$ cat src/rtl/shiftadd_pkg.sv
package shiftadd_pkg;

  typedef enum logic {
    PH_IDLE = 1'b0,
    PH_RUN  = 1'b1
  } phase_t;

endpackage

$ cat src/rtl/shiftadd_ctrl.sv
module shiftadd_ctrl #(
  parameter int N = 32
) (
  input  logic clk,
  input  logic rst_n,
  input  logic start,
  output logic accept,
  output logic step,
  output logic last_step,
  output logic busy,
  output logic done
);
  import shiftadd_pkg::*;

  localparam int CW = $clog2(N + 1);
  localparam logic [CW-1:0] LAST = CW'(N - 1);

  phase_t        phase_q;
  logic [CW-1:0] iter_q;
  logic          done_q;

  assign busy      = (phase_q == PH_RUN);
  assign accept    = start && !busy;
  assign step      = busy;
  assign last_step = busy && (iter_q == LAST);
  assign done      = done_q;

  always_ff @(posedge clk or negedge rst_n) begin
    if (!rst_n) begin
      phase_q <= PH_IDLE;
      iter_q  <= '0;
      done_q  <= 1'b0;
    end else begin
      done_q <= last_step;
      if (accept) begin
        phase_q <= PH_RUN;
        iter_q  <= '0;
      end else if (last_step) begin
        phase_q <= PH_IDLE;
      end else if (step) begin
        iter_q <= iter_q + 1'b1;
      end
    end
  end

endmodule

$ cat src/rtl/shiftadd_dp.sv
module shiftadd_dp #(
  parameter int N = 32
) (
  input  logic           clk,
  input  logic           rst_n,
  input  logic           load,
  input  logic           step,
  input  logic [N-1:0]   mcand_in,
  input  logic [N-1:0]   mplier_in,
  output logic           add_now,
  output logic [2*N-1:0] acc
);
  localparam int W = 2 * N;

  logic [N-1:0] mcand_q;
  logic [W-1:0] acc_q;
  logic [N:0]   upper_sum;

  function automatic logic [N:0] upper_add(input logic [N-1:0] hi,
                                           input logic [N-1:0] m,
                                           input logic         en);
    logic [N:0] addend;
    addend = en ? {1'b0, m} : '0;
    return {1'b0, hi} + addend;
  endfunction

  assign add_now   = acc_q[0];
  assign upper_sum = upper_add(acc_q[W-1:N], mcand_q, add_now);
  assign acc       = acc_q;

  always_ff @(posedge clk or negedge rst_n) begin
    if (!rst_n) begin
      mcand_q <= '0;
      acc_q   <= '0;
    end else if (load) begin
      mcand_q <= mcand_in;
      acc_q   <= {{N{1'b0}}, mplier_in};
    end else if (step) begin
      acc_q <= {upper_sum, acc_q[N-1:1]};
    end
  end

endmodule

$ cat src/rtl/shiftadd_mult.sv
module shiftadd_mult #(
  parameter int N = 32
) (
  input  logic           clk,
  input  logic           rst_n,
  input  logic           start,
  input  logic [N-1:0]   mcand_in,
  input  logic [N-1:0]   mplier_in,
  output logic           busy,
  output logic           done,
  output logic [2*N-1:0] product
);
  logic accept;
  logic step;
  logic last_step;
  logic add_now;

  shiftadd_ctrl #(.N(N)) u_ctrl (
    .clk       (clk),
    .rst_n     (rst_n),
    .start     (start),
    .accept    (accept),
    .step      (step),
    .last_step (last_step),
    .busy      (busy),
    .done      (done)
  );

  shiftadd_dp #(.N(N)) u_dp (
    .clk       (clk),
    .rst_n     (rst_n),
    .load      (accept),
    .step      (step),
    .mcand_in  (mcand_in),
    .mplier_in (mplier_in),
    .add_now   (add_now),
    .acc       (product)
  );

endmodule

$ cat config.mk
export PLATFORM = sky130hd
export DESIGN_NAME = shiftadd_mult
export DESIGN_NICKNAME = d
export VERILOG_FILES = /design/src/rtl/shiftadd_pkg.sv /design/src/rtl/shiftadd_ctrl.sv /design/src/rtl/shiftadd_dp.sv /design/src/rtl/shiftadd_mult.sv
export SDC_FILE = /design/constraint.sdc
export NUM_CORES = 1
export LEC_CHECK = 0
export ABC_AREA = 1
export BUFFER_PORTS_ARGS = -buffer_cell sky130_fd_sc_hd__buf_2
export CORE_ASPECT_RATIO = 0.7
export CORE_MARGIN = 3
export CORE_UTILIZATION = 30
export CTS_CLUSTER_SIZE = 16
export DETAILED_ROUTE_END_ITERATION = 8
export GPL_TIMING_DRIVEN = 0
export PLACE_DENSITY = 0.55
export SLEW_MARGIN = 15
export SYNTH_ARGS = -nofsm -noshare
export SYNTH_HDL_FRONTEND = slang
export SYNTH_SLANG_ARGS = --single-unit
$ cat constraint.sdc
create_clock -name clk -period 2.6 [get_ports clk]
set_clock_uncertainty 0.2 [all_clocks]
set_input_delay 0.39 -clock clk [delete_from_list [all_inputs] [get_ports clk]]
set_output_delay 0.39 -clock clk [all_outputs]
set_load 0.03 [all_outputs]
* After elaboration in Yosys (flattened, before gate mapping)
Index checks and enable logic that the tools add are counted.
** Storage, ports and cells
- ROM bits :: 0
- Output and inout port bits :: 66
- Flip-flop bits (word level) :: 104
- RAM bits :: 0
- Memories kept :: 0
- Word-level logic and storage cells :: 23
- Latch bits :: 0
** Cells by class
- $lt $le $gt $ge :: 0
- Shifts and indexed selects :: 0
- Eq/ne operators :: 2
- Mux-type cells :: 8
- $mul :: 0
- Reduce and logical (&&, ||, !) cells :: 6
- Div/mod/pow operators :: 0
- Add/subtract/negate cells :: 2
- Bitwise logic cells :: 0
** Operator list (count)
- 64-bit two-way mux :: 2
- 32-bit by 33-bit adder with 33-bit output :: 1
- 32-bit two-way mux :: 1
- 6-bit two-way mux :: 3
- 6-bit by 1-bit adder with 6-bit output (second input constant) :: 1
- 6-bit by 5-bit equality test with 1-bit output (second input constant) :: 1
- 2-bit nonzero test :: 2
- 1-bit logical AND :: 2
- 1-bit two-way mux :: 2
- 2-bit != test (second input constant) :: 1
- 2-bit AND reduction :: 1
- 1-bit logical NOT :: 1

* Logic depth before layout (Yosys ltp)
Gate-level depths: netlist (run 1).
- Depth after elaboration :: 4
- Mapped depth :: 18
- Depth with buffers taken out :: 16

* Cells and area by module
A second synthesis (run 1) with hierarchy kept.
** Second synthesis, totals
- Cell total of the unflattened synthesis :: 1021
- Area total of the unflattened synthesis :: 6899.1 sq um
** By module, submodules not included
- shiftadd_dp :: instances 1, sequential area each 2402.3 sq um, cells an instance 972, area each 6490.0 sq um
- shiftadd_ctrl :: instances 1, sequential area each 200.2 sq um, cells an instance 49, area each 409.1 sq um

* Least setup slack after synthesis (run 1)
Ideal clock, no wire load.
- Path type :: reg2reg
- From :: register u_dp.acc_q[0] (netlist: u_dp.acc[0])
- To :: register u_dp.acc_q[59] (netlist: u_dp.acc[59])
- Path buffers :: 2
- Cell stages (with the launch flop) :: 18
- Arrival time :: 2.208 ns
- Setup slack :: 0.075 ns
- Clock period less this slack :: 2.525 ns
- Setup time :: 0.117 ns
- Path through :: dfrtp_1 -> clkbuf_1 -> clkbuf_1 -> nand2_1 -> inv_1 -> ha_1 -> inv_1 -> fa_1 -> inv_1 -> nand3_1 -> nand3_1 -> nand3_1 -> nand3_1 -> nand2_1 -> nand2_1 -> nand2_1 -> nand3_1 -> nand2_1
** Between the ends
- Cells in the longest elaborated chain, start to end :: 4
** RTL lines
- start, declared :: line shiftadd_dp.sv:16 : logic [W-1:0] acc_q;
- start signal, assigned :: line shiftadd_dp.sv:37 : acc_q <= {{N{1'b0}}, mplier_in};
- start signal, assigned :: line shiftadd_dp.sv:39 : acc_q <= {upper_sum, acc_q[N-1:1]};
- 32-bit two-way mux :: line shiftadd_dp.sv:23 : addend = en ? {1'b0, m} : '0;
- 32-bit by 33-bit adder with 33-bit output :: line shiftadd_dp.sv:24 : return {1'b0, hi} + addend;
- 64-bit two-way mux :: line shiftadd_dp.sv:38 : end else if (step) begin
- 64-bit two-way mux :: line shiftadd_dp.sv:35 : end else if (load) begin
No other way between the ends. The select of a mux whose other input is x is not followed.
A chain may end at the register's enable or synchronous reset.

* Worst setup path after layout (run 1)
- From :: register u_dp.acc_q[0] (netlist: u_dp.acc[0])
- To :: register u_dp.acc_q[45] (netlist: u_dp.acc[45])
The elaborated chain is that of the path after synthesis.

==> results of run 1 <==
## worst max-delay path: cells and delay by family, from the launching register on
family                   cells  cell delay, ns
AND/OR/NAND/NOR              7            0.67
flip-flops                   1            0.45
adder cells (fa/ha/maj)      1            0.31
AO/OA/AOI/OAI                2            0.25
buffers and inverters        4            0.53
## kinds of logic after synthesis
family | count (synthesis)
compound gates | 84
xor+xnor | 2
mux | 1
fa+ha+maj | 34
flops | 104
simple gates | 601
buf+inv | 206
## cells in the mapped netlist
library cell and number:
inv_2 1, nor2_2 2, a32o_1 1, xnor2_1 1
or2_2 1, o31ai_1 1, a21oi_1 30, nor2_1 54
nand4_1 5, o21ai_1 2, or2_1 1, ha_1 33
o211ai_1 12, a21o_1 1, nor3_1 6, o221ai_1 14
nand2_2 4, dfrtp_1 104, buf_6 3, mux2i_1 1
nor2_4 1, o21bai_1 3, fa_1 1, o21ai_2 1
buf_4 2, inv_1 175, o22ai_1 1, xor2_1 1
buf_1 2, nand3b_1 2, o21ai_0 17, clkbuf_1 16
nand2_1 474, a21oi_2 1, buf_2 7, nand3_1 51
## area by class of cell
cell class                      instances  area [µm²]  share of cell area (%)
Multi-Input combinational cell        722        3702                   43.08
Buffer                                 29       162.7                   1.893
Timing Repair Buffer                  144       782.0                   9.100
Sequential cell                       104        2604                   30.30
Clock inverter                          7       103.9                   1.209
Clock buffer                            9       225.2                   2.621
Inverter                              176       660.6                   7.688
Tap cell                              282       352.8                   4.106
## power by group
part | total (mW) | internal (mW) | switching (mW)
clock | 1.48 | 0.711 | 0.768
sequential | 3.10 | 2.42 | 0.683
combinational | 6.40 | 2.19 | 4.21
total | 11.0 | 5.32 | 5.66
## per-stage QoR
stage               utilization, %  area, µm²  power, mW  cells  hold slack, ns
global placement             35.49       7792      8.733   1446          0.2536
floorplan                        -       6779      6.958   1032         -0.1056
detailed placement           35.64       7826      8.814   1447          0.1040
finish                       39.13       8593      10.98   1473         0.01822
global route                 39.13       8593      11.89   1473         0.01151
CTS                          37.42       8217      10.37   1467       0.0005027
## per-layer routing
layer,vias up,share of wire [%]
li1,3452,-
met1,3042,54
met2,190,39
met3,13,6.3
met4,0,0.83
met5,-,0
## worst max path at each step
stage / startpoint / end / slack (ns) / depth (start not counted)
4_1_cts: u_dp.acc[0]$_DFFE_PN0P_ / u_dp.acc[56]$_DFFE_PN0P_ / 0.005 / 14
2_1_floorplan: u_dp.acc[0]$_DFFE_PN0P_ / u_dp.acc[59]$_DFFE_PN0P_ / 0.07 / 17
5_1_grt: u_dp.acc[0]$_DFFE_PN0P_ / u_dp.acc[56]$_DFFE_PN0P_ / -0.04 / 14
6_report: u_dp.acc[0]$_DFFE_PN0P_ / u_dp.acc[45]$_DFFE_PN0P_ / 0.06 / 14
3_5_place_dp: u_dp.acc[0]$_DFFE_PN0P_ / u_dp.acc[51]$_DFFE_PN0P_ / -0.63 / 17
3_3_place_gp: u_dp.acc[0]$_DFFE_PN0P_ / u_dp.acc[51]$_DFFE_PN0P_ / -0.64 / 17
## what timing repair did
action,CTS,global route
resized for setup,10,83
pin swaps,0,9
buffers inserted,2,5
hold buffers,3,0
endpoints found under the setup margin,28,22
endpoints found under the hold margin,34,0
gates cloned,0,1
## flip-flops by register name (all words and copies together), names as in the netlist
signal	cells
u_ctrl.iter_q	6
u_ctrl.busy	1
u_dp.mcand_q	32
u_dp.acc	64
u_ctrl.done	1
==> impl_metrics.env, run 1 <==
export IMPL_tritoncts="done"
export IMPL_nNetsFinal=1287
export IMPL_synth_mux_area_fraction_pct=0.1477
export IMPL_global_route_usage_met1_pct=30.58
export IMPL_max_freq_mhz=394.4
export IMPL_share_of_the_synthesized_area_in_compound_gates_ao_oa_aoi_oai_pct=7.807
export IMPL_synth_top_cells_by_area="dfrtp_1, nand2_1, inv_1"
export IMPL_die_area_um2=24470
export IMPL_run_status="completed"
export IMPL_post_synth_xor_area_fraction_pct=0.2584
export IMPL_hold_violations=0
export IMPL_timing_final_ws_setup_ns=0.06432
export IMPL_max_slew_vio_count=0
export IMPL_finalWorstPathRequiredPeriod_ns=2.536
export IMPL_synthDistinctLibCells=36
export IMPL_post_synth_top_area_fraction_pct=38.39
export IMPL_min_delay_start="mplier_in[20]"
export IMPL_fraction_of_layout_instances_using_a_drive_strength_above_1_pct=20.82
export IMPL_global_route_usage_met3_pct=3.447
export IMPL_core_area_um2=21960
export IMPL_setup_tns_final_ns=0
export IMPL_gr_usage_met2_pct=23.52
export IMPL_crit_path_end_kind="flip-flop"
export IMPL_main_combinational_cell_family_by_area_after_synthesis="simple AND/OR/NAND/NOR gates"
export IMPL_dpl_worst_slack_ns=-0.6274
export IMPL_via_count_of_the_first_global_routing_pass=6156
export IMPL_cp_slowest_stage_delay_ns=0.45
export IMPL_n_antenna_cell=0
export IMPL_max_slew_margin_rel_pct=49.45
export IMPL_timing_rr_start="u_dp.acc[0]$_DFFE_PN0P_"
export IMPL_syn_nets=1133
export IMPL_grt_pass1_wl_um=34550
export IMPL_worstSetupStartpointType="flip-flop"
export IMPL_yosysWarnings=0
export IMPL_cts_made_buffers=9
export IMPL_layout_worst_path_cycle_share_pct=97.53
export IMPL_cellPowerDensity_nw_per_um2=1277
export IMPL_layout_commonest_cell="nand2_1"
export IMPL_grt_start_max_net_pins=73
export IMPL_antenna_found_initial=0
export IMPL_die_height_um=131.8
export IMPL_worst_endpoint_required_ns=2.64
export IMPL_grt_overflow=0
export IMPL_num_vias=6697
export IMPL_num_rows=45
export IMPL_crit_reg2reg_capture="u_dp.acc[45]$_DFFE_PN0P_"
export IMPL_cts_htree_levels=3
export IMPL_first_iter_violations=499
export IMPL_reg2reg_depth=14
export IMPL_critical_path_class="flip-flop to flip-flop"
export IMPL_initial_core_util_pct=30.87
export IMPL_setup_viols_final=0
export IMPL_worstSkewPairLatency_ns=0.38
export IMPL_detailedRoute_firstPassIterationCount=5
export IMPL_synthToLayoutAreaGrowth_pct=26.76
export IMPL_timing_reg2reg_setup_slack_ns=0.06
export IMPL_critical_path_arrival_ns=2.57
export IMPL_min_delay_path_class="input pin to flip-flop"
export IMPL_via_per_inst=4.547
export IMPL_critical_path_cell_chain="buf_4 -> buf_4 -> nand2_1 -> inv_1 -> ha_4 -> nand2_2 -> inv_1 -> nand2_2 -> nor3_2 -> nand2_1 -> nand2_2 -> a21oi_1 -> o21ai_1 -> nand2_1"
export IMPL_width_of_the_die_um=185.7
export IMPL_drt_wirelength_per_cell_um=14.99
export IMPL_layout_common_cells="nand2_1, inv_1, buf_2, dfrtp_1, nand3_1"
export IMPL_max_slew_worst_pin_slew_ns=0.7583
export IMPL_crit_fanout=10
export IMPL_syn_avg_cell_area_um2=6.569
export IMPL_synth_adder_area_share_pct=6.386
export IMPL_io_buffer_count=132
export IMPL_post_synth_inst_count=1032
export IMPL_maxCapViolCount=0
export IMPL_cts_sinks=104
export IMPL_yosys_register_bits=104
export IMPL_synthSimpleGateAreaFrac_pct=35.03
export IMPL_whs_endpoint="u_dp.acc[20]$_DFFE_PN0P_"
export IMPL_synth_cell_area_um2=6779
export IMPL_grt_setup_unrepaired="true"
export IMPL_hpwl_um=17530
export IMPL_hold_path_depth=3
export IMPL_clock_tree_root_cell="clkbuf_16"
export IMPL_wl_um=22080
export IMPL_fillerInstances=2366
export IMPL_synth_top_cell_by_area="dfrtp_1"
export IMPL_floorplan_io_pins=133
export IMPL_max_clock_path_buffers=2
export IMPL_synth_seq_area_share_pct=38.39
export IMPL_detail_route_antenna_nets=0
export IMPL_finalWeightedCongestion=0.8865
export IMPL_globalRouteTotalUtil_pct=18.16
export IMPL_p_leak_nw=4.935
export IMPL_cp_slowest_cell="dfrtp_2"
export IMPL_clk_transition_reported_paths_ns=0.09
export IMPL_peakVddDrop_uv=399.2
export IMPL_grt_busiest_layer="met1"
export IMPL_detail_route_drc_violations=0
Note: power is estimated with default switching activity, not from simulation.
==> inputs of run 2 (changes only) <==
--- a/config.mk
+++ b/config.mk
@@ -9,11 +9,11 @@
 export BUFFER_PORTS_ARGS = -buffer_cell sky130_fd_sc_hd__buf_2
 export CORE_ASPECT_RATIO = 0.7
 export CORE_MARGIN = 3
-export CORE_UTILIZATION = 30
+export CORE_UTILIZATION = 45
 export CTS_CLUSTER_SIZE = 16
 export DETAILED_ROUTE_END_ITERATION = 8
 export GPL_TIMING_DRIVEN = 0
-export PLACE_DENSITY = 0.55
+export PLACE_DENSITY = 0.75
 export SLEW_MARGIN = 15
 export SYNTH_ARGS = -nofsm -noshare
 export SYNTH_HDL_FRONTEND = slang
==> run 2 against run 1 <==
Worst setup slack improved by 0.027 ns. Utilization increased by 19 points. Die area fell by 32%. Non-clock buffer count down 8. Clock-buffer cell count is 1 higher. Fmax increased by 1.1%. Total power decreased by 1.7%. Largest cell class unchanged.
==> impl_metrics.env, run 2 (synthesis results as in run 1) <==
export IMPL_max_slew_margin_rel_pct=50.35
export IMPL_cp_slowest_stage_delay_ns=0.44
export IMPL_max_slew_worst_pin_slew_ns=0.7447
export IMPL_cellPowerDensity_nw_per_um2=1288
export IMPL_grt_start_max_net_pins=70
export IMPL_power_total_mw=10.80
export IMPL_detail_route_drc_violations=0
export IMPL_reg2reg_depth=13
export IMPL_via_count_of_the_first_global_routing_pass=6508
export IMPL_cts_sinks=104
export IMPL_timing_rr_start="u_dp.acc[0]$_DFFE_PN0P_"
export IMPL_clock_tree_root_cell="clkbuf_16"
export IMPL_timing_reg2reg_setup_slack_ns=0.09
export IMPL_width_of_the_die_um=152.7
export IMPL_timing_final_ws_setup_ns=0.09085
export IMPL_multi_input_comb_area_um2=3702
export IMPL_floorplan_io_pins=133
export IMPL_clk_transition_reported_paths_ns=0.09
export IMPL_min_delay_start="mcand_in[19]"
export IMPL_max_slew_vio_count=0
export IMPL_hpwl_um=16160
export IMPL_detail_route_antenna_nets=0
export IMPL_globalRouteTotalUtil_pct=25.29
export IMPL_first_iter_violations=510
export IMPL_tritoncts="done"
export IMPL_layout_worst_path_cycle_share_pct=96.51
export IMPL_finalWeightedCongestion=0.9071
export IMPL_grt_overflow=0
export IMPL_critical_path_class="flip-flop to flip-flop"
export IMPL_setup_viols_final=0
export IMPL_critical_path_cell_chain="buf_4 -> clkbuf_4 -> nand2_1 -> inv_2 -> ha_4 -> nand2_1 -> inv_2 -> nand2_1 -> inv_1 -> a21oi_1 -> nand2_2 -> o21ai_0 -> nand2_1"
export IMPL_hold_path_depth=3
export IMPL_instances_no_fill=1374
export IMPL_cts_made_buffers=9
export IMPL_core_area_um2=14320
export IMPL_grt_pass1_wl_um=33230
export IMPL_die_area_um2=16600
export IMPL_max_freq_mhz=398.5
export IMPL_worstSetupStartpointType="flip-flop"
export IMPL_peakVddDrop_uv=619.1
export IMPL_maxCapViolCount=0
export IMPL_whs_endpoint="u_dp.mcand_q[19]$_DFFE_PN0P_"
export IMPL_min_delay_path_class="input pin to flip-flop"
export IMPL_antenna_found_initial=1
export IMPL_cp_slowest_cell="dfrtp_2"
export IMPL_crit_fanout=10
export IMPL_drt_wirelength_per_cell_um=15.14
export IMPL_io_buffer_count=132
export IMPL_wl_um=20810
export IMPL_placed_cells=1355
export IMPL_crit_reg2reg_capture="u_dp.acc[45]$_DFFE_PN0P_"
export IMPL_fillerInstances=1413
export IMPL_largest_reg_flops=64
export IMPL_num_rows=36
export IMPL_critical_path_arrival_ns=2.55
export IMPL_crit_path_end_kind="flip-flop"
export IMPL_layout_commonest_cell="nand2_1"
export IMPL_finalWorstPathRequiredPeriod_ns=2.509
export IMPL_synthToLayoutAreaGrowth_pct=23.61
export IMPL_dpl_cell_area_um2=7711
export IMPL_die_height_um=108.7
export IMPL_fraction_of_layout_instances_using_a_drive_strength_above_1_pct=20.29
export IMPL_run_status="completed"
export IMPL_finalInstanceArea_um2=8379
export IMPL_nNetsFinal=1279
export IMPL_dpl_worst_slack_ns=-0.6184
export IMPL_worstSkewPairLatency_ns=0.36
export IMPL_final_seq_area_um2=2604
export IMPL_hold_violations=0
export IMPL_p_leak_nw=4.872
export IMPL_cts_htree_levels=3
export IMPL_initial_core_util_pct=47.33
export IMPL_detailedRoute_firstPassIterationCount=5
export IMPL_layout_common_cells="nand2_1, inv_1, buf_2, dfrtp_1, nand3_1"
export IMPL_via_per_inst=5.049
export IMPL_max_clock_path_buffers=2
export IMPL_worst_endpoint_required_ns=2.64
export IMPL_path_common_cell="nand2_1"
export IMPL_num_vias=6938
==> run 2: metrics by stage <==
stage | utilization (%) | hold WS [ns] | TNS (ns)
detailed placement | 53.83 | 0.1046 | -7.791
CTS | 56.18 | 0.02273 | 0
floorplan | - | -0.1056 | 0
global route | 58.50 | 0.03594 | -0.3126
global placement | 53.60 | 0.2538 | -28.62
finish | 58.50 | 0.03005 | 0
==> run 2: layout make-up <==
cell class | count | share of cell area [%]
buffer | 29 | 1.911
multi-input combinational | 722 | 44.18
inverter | 176 | 7.884
tap | 190 | 2.837
sequential | 104 | 31.07
clock buffer | 10 | 2.733
timing repair buffer | 136 | 8.586
antenna | 1 | 0.02986
clock inverter | 6 | 0.7615
==> run 2: how the worst max path moves through the flow <==
| stage | start | endpoint | slack [ns] | depth (start not counted) |
|---|---|---|---|---|
| 5_1_grt | u_dp.acc[0]$_DFFE_PN0P_ | u_dp.acc[54]$_DFFE_PN0P_ | -0.08 | 16 |
| 6_report | u_dp.acc[0]$_DFFE_PN0P_ | u_dp.acc[45]$_DFFE_PN0P_ | 0.09 | 13 |
| 3_3_place_gp | u_dp.acc[0]$_DFFE_PN0P_ | u_dp.acc[51]$_DFFE_PN0P_ | -0.57 | 17 |
| 3_5_place_dp | u_dp.acc[0]$_DFFE_PN0P_ | u_dp.acc[51]$_DFFE_PN0P_ | -0.62 | 17 |
| 2_1_floorplan | u_dp.acc[0]$_DFFE_PN0P_ | u_dp.acc[59]$_DFFE_PN0P_ | 0.07 | 17 |
| 4_1_cts | u_dp.acc[0]$_DFFE_PN0P_ | u_dp.acc[51]$_DFFE_PN0P_ | 0.0002 | 14 |
==> run 2: layer usage <==
metal	global-route usage, %	vias to the layer above	wire, µm	share of wire [%]
met5	0	-	0	0
met1	40.10	3183	10090	48
met3	4.681	14	2058	9.9
met2	36.21	287	8463	41
li1	-	3454	-	-
met4	4.450	0	193	0.93
==> run 2: repair_timing <==
action | CTS | global route
pin swaps | 0 | 9
cloned | 0 | 0
endpoints found under the setup margin | 28 | 21
gates resized for setup | 10 | 78
hold buffers | 1 | 0
setup buffers | 2 | 0
endpoints found under the hold margin | 35 | 0
==> run 2: critical path, delay by kind of cell, from the launching register on <==
family,cells,cell delay [ns]
AO/OA/AOI/OAI,2,0.48
adder cells (fa/ha/maj),1,0.23
AND/OR/NAND/NOR,5,0.53
buffers and inverters,5,0.51
flip-flops,1,0.44
==> run 2: where the power goes <==
part / internal [mW] / switching, mW
logic: 2.15 / 4.20
clock network: 0.679 / 0.696
registers: 2.42 / 0.656
total: 5.24 / 5.55
==> inputs of run 3 (changes only) <==
--- a/config.mk
+++ b/config.mk
@@ -7,7 +7,7 @@
 export LEC_CHECK = 0
 export ABC_AREA = 1
 export BUFFER_PORTS_ARGS = -buffer_cell sky130_fd_sc_hd__buf_2
-export CORE_ASPECT_RATIO = 0.7
+export CORE_ASPECT_RATIO = 1.1
 export CORE_MARGIN = 3
 export CORE_UTILIZATION = 45
 export CTS_CLUSTER_SIZE = 16
==> run 3 against run 2 <==
Critical path depth up 3. Fmax rose by 0.80%. Clock-buffer cell count decreased by 1. Via count shrank 2.0%. Combinational power is 9.0% lower. Register-to-register slack improved by 0.02 ns. Cell count hardly changed. Cell area decreased by 2.6%. Utilization fell by 2.5 points. Die area fell by 0.13%. Flip-flop and latch count is the same. Global-route usage is 1.5 points lower. Critical path type unchanged.
==> impl_metrics.env, run 3 (synthesis results as in run 1) <==
export IMPL_wl_met2_um=9244
export IMPL_detailedRoute_firstPassIterationCount=6
export IMPL_layout_worst_path_cycle_share_pct=95.74
export IMPL_timing_reg2reg_setup_slack_ns=0.11
export IMPL_grt_overflow=0
export IMPL_cp_endpoint="u_dp.acc[47]$_DFFE_PN0P_"
export IMPL_worstSkewPairLatency_ns=0.35
export IMPL_max_clock_path_buffers=2
export IMPL_fillerInstances=1413
export IMPL_initial_core_util_pct=46.55
export IMPL_globalRouteTotalUtil_pct=23.83
export IMPL_via_per_inst=4.945
export IMPL_critical_path_cell_chain="buf_8 -> nand2_1 -> inv_1 -> ha_4 -> inv_1 -> fa_1 -> inv_2 -> nand3_1 -> nand3_2 -> nand2_1 -> nand2_2 -> nand3_1 -> nand2_2 -> nand2_1 -> nand2_1 -> o21ai_1"
export IMPL_critical_path_arrival_ns=2.53
export IMPL_antenna_found_initial=1
export IMPL_crit_reg2reg_capture="u_dp.acc[47]$_DFFE_PN0P_"
export IMPL_largest_reg_flops=64
export IMPL_max_slew_vio_count=0
export IMPL_width_of_the_die_um=123.0
export IMPL_nNetsFinal=1279
export IMPL_num_rows=46
export IMPL_first_iter_violations=508
export IMPL_multi_input_comb_area_um2=3462
export IMPL_placed_cells=1357
export IMPL_critPathTopFamily="simple AND/OR/NAND/NOR gates"
export IMPL_layout_commonest_cell="nand2_1"
export IMPL_floorplan_io_pins=133
export IMPL_synthToLayoutAreaGrowth_pct=20.40
export IMPL_wl_um=19420
export IMPL_cellPowerDensity_nw_per_um2=1257
export IMPL_power_total_mw=10.26
export IMPL_cts_htree_levels=3
export IMPL_die_height_um=134.7
export IMPL_path_common_cell="nand2_1"
export IMPL_finalWeightedCongestion=0.9239
export IMPL_reg2reg_depth=16
export IMPL_run_status="completed"
export IMPL_max_freq_mhz=401.7
export IMPL_max_slew_worst_pin_slew_ns=0.6302
export IMPL_wl_met1_um=8244
export IMPL_worst_endpoint_required_ns=2.64
export IMPL_cp_slowest_stage_delay_ns=0.42
export IMPL_num_vias=6800
export IMPL_finalWorstPathRequiredPeriod_ns=2.489
export IMPL_cts_made_buffers=9
export IMPL_timing_rr_start="u_dp.acc[0]$_DFFE_PN0P_"
export IMPL_max_slew_margin_rel_pct=57.98
export IMPL_n_antenna_cell=0
export IMPL_instances_no_fill=1375
export IMPL_clk_transition_reported_paths_ns=0.08
export IMPL_io_buffer_count=132
export IMPL_min_delay_path_class="input pin to flip-flop"
export IMPL_setup_viols_final=0
export IMPL_clock_tree_root_cell="clkbuf_16"
export IMPL_worstSetupStartpointType="flip-flop"
export IMPL_hpwl_um=15260
export IMPL_detail_route_drc_violations=0
export IMPL_critical_path_startpoint="u_dp.acc[0]$_DFFE_PN0P_"
export IMPL_cp_slowest_cell="dfrtp_2"
export IMPL_grt_pass1_wl_um=31290
export IMPL_grt_start_max_net_pins=81
export IMPL_timing_critical_path_depth=16
export IMPL_peakVddDrop_uv=687.1
export IMPL_maxCapViolCount=0
export IMPL_final_seq_area_um2=2604
export IMPL_via_count_of_the_first_global_routing_pass=6409
export IMPL_die_area_um2=16580
export IMPL_crit_fanout=10
export IMPL_hold_violations=0
export IMPL_crit_path_end_kind="flip-flop"
export IMPL_layout_common_cells="nand2_1, inv_1, buf_2, dfrtp_1, nand3_1"
export IMPL_cts_sinks=104
export IMPL_detail_route_antenna_nets=0
export IMPL_met3_wirelength_um=1506
export IMPL_crit_buf_inv=4
export IMPL_p_leak_nw=4.892
export IMPL_tritoncts="done"
export IMPL_drt_wirelength_per_cell_um=14.13
export IMPL_critical_path_class="flip-flop to flip-flop"
export IMPL_route_top_layer_used="met5"
export IMPL_fraction_of_layout_instances_using_a_drive_strength_above_1_pct=17.50
export IMPL_core_area_um2=14560
## run 3: changes by cell type in the layout (fill, tap and decap cells not counted), moves of 4 or more
cell / previous run / this run
inv_2: 7 / 2
nand2_2: 16 / 12
ha_1: 12 / 25
ha_4: 16 / 1
nor2_1: 40 / 46
nand2_1: 462 / 466
inv_1: 169 / 174
## run 3: how the worst min path moves through the flow
stage                                 startpoint                            to  slack, ns  cells after the start
finish                               mcand_in[1]   u_dp.mcand_q[1]$_DFFE_PN0P_       0.03                      3
global route                         mcand_in[2]   u_dp.mcand_q[2]$_DFFE_PN0P_       0.03                      3
CTS                                  mcand_in[1]   u_dp.mcand_q[1]$_DFFE_PN0P_       0.03                      3
detailed placement                         rst_n      u_dp.acc[54]$_DFFE_PN0P_       0.07                      1
global placement    u_dp.mcand_q[19]$_DFFE_PN0P_  u_dp.mcand_q[19]$_DFFE_PN0P_       0.25                      2
floorplan                                  rst_n       u_ctrl.busy$_DFFE_PN0P_      -0.11                      0
## run 3: area by class of cell
type                       count  area share [%]
clock inverter                 7           1.058
buffer                        28           1.916
sequential                   104           31.90
multi-input combinational    722           42.42
clock buffer                   9           2.759
timing repair buffer         137           8.907
tap                          192           2.943
inverter                     176           8.094
## run 3: per-stage QoR
step	setup TNS [ns]	hold slack [ns]	utilization, %	cell area [µm²]	setup slack, ns
after global placement	-31.67	0.2544	52.74	7680	-0.6283
after detailed placement	-8.841	0.06767	52.97	7714	-0.6482
after global routing	-0.1314	0.03115	56.05	8162	-0.04847
final	0	0.03262	56.05	8162	0.1107
after CTS	0	0.03037	55.40	8066	0.009623
after floorplan	0	-0.1056	-	6779	0.07497
## run 3: where the power goes
group	switching (mW)	internal, mW
Clock	0.691	0.769
Combinational	3.90	1.89
Sequential	0.601	2.42
Total	5.19	5.07
## run 3: what timing repair did
action | 4_1_cts | 5_1_grt
gates resized for setup | 8 | 32
setup buffers | 2 | 1
hold endpoints to repair | 24 | 0
pin swaps | 0 | 3
hold buffers | 1 | 0
setup endpoints to repair | 28 | 21
## run 3: worst register-to-register path, cell delays in order (launching register included)
cell and delay, ns:
dfrtp_2 0.42, buf_8 0.14, nand2_1 0.06, inv_1 0.08
ha_4 0.15, inv_1 0.06, fa_1 0.39, inv_2 0.12
nand3_1 0.09, nand3_2 0.11, nand2_1 0.07, nand2_2 0.10
nand3_1 0.09, nand2_2 0.12, nand2_1 0.05, nand2_1 0.06
o21ai_1 0.07
## run 3: metal layers
metal / global-route usage, % / up-vias
met5: 0 / -
met4: 6.646 / 2
met3: 5.195 / 28
met2: 39.87 / 228
met1: 31.18 / 3085
li1: - / 3457
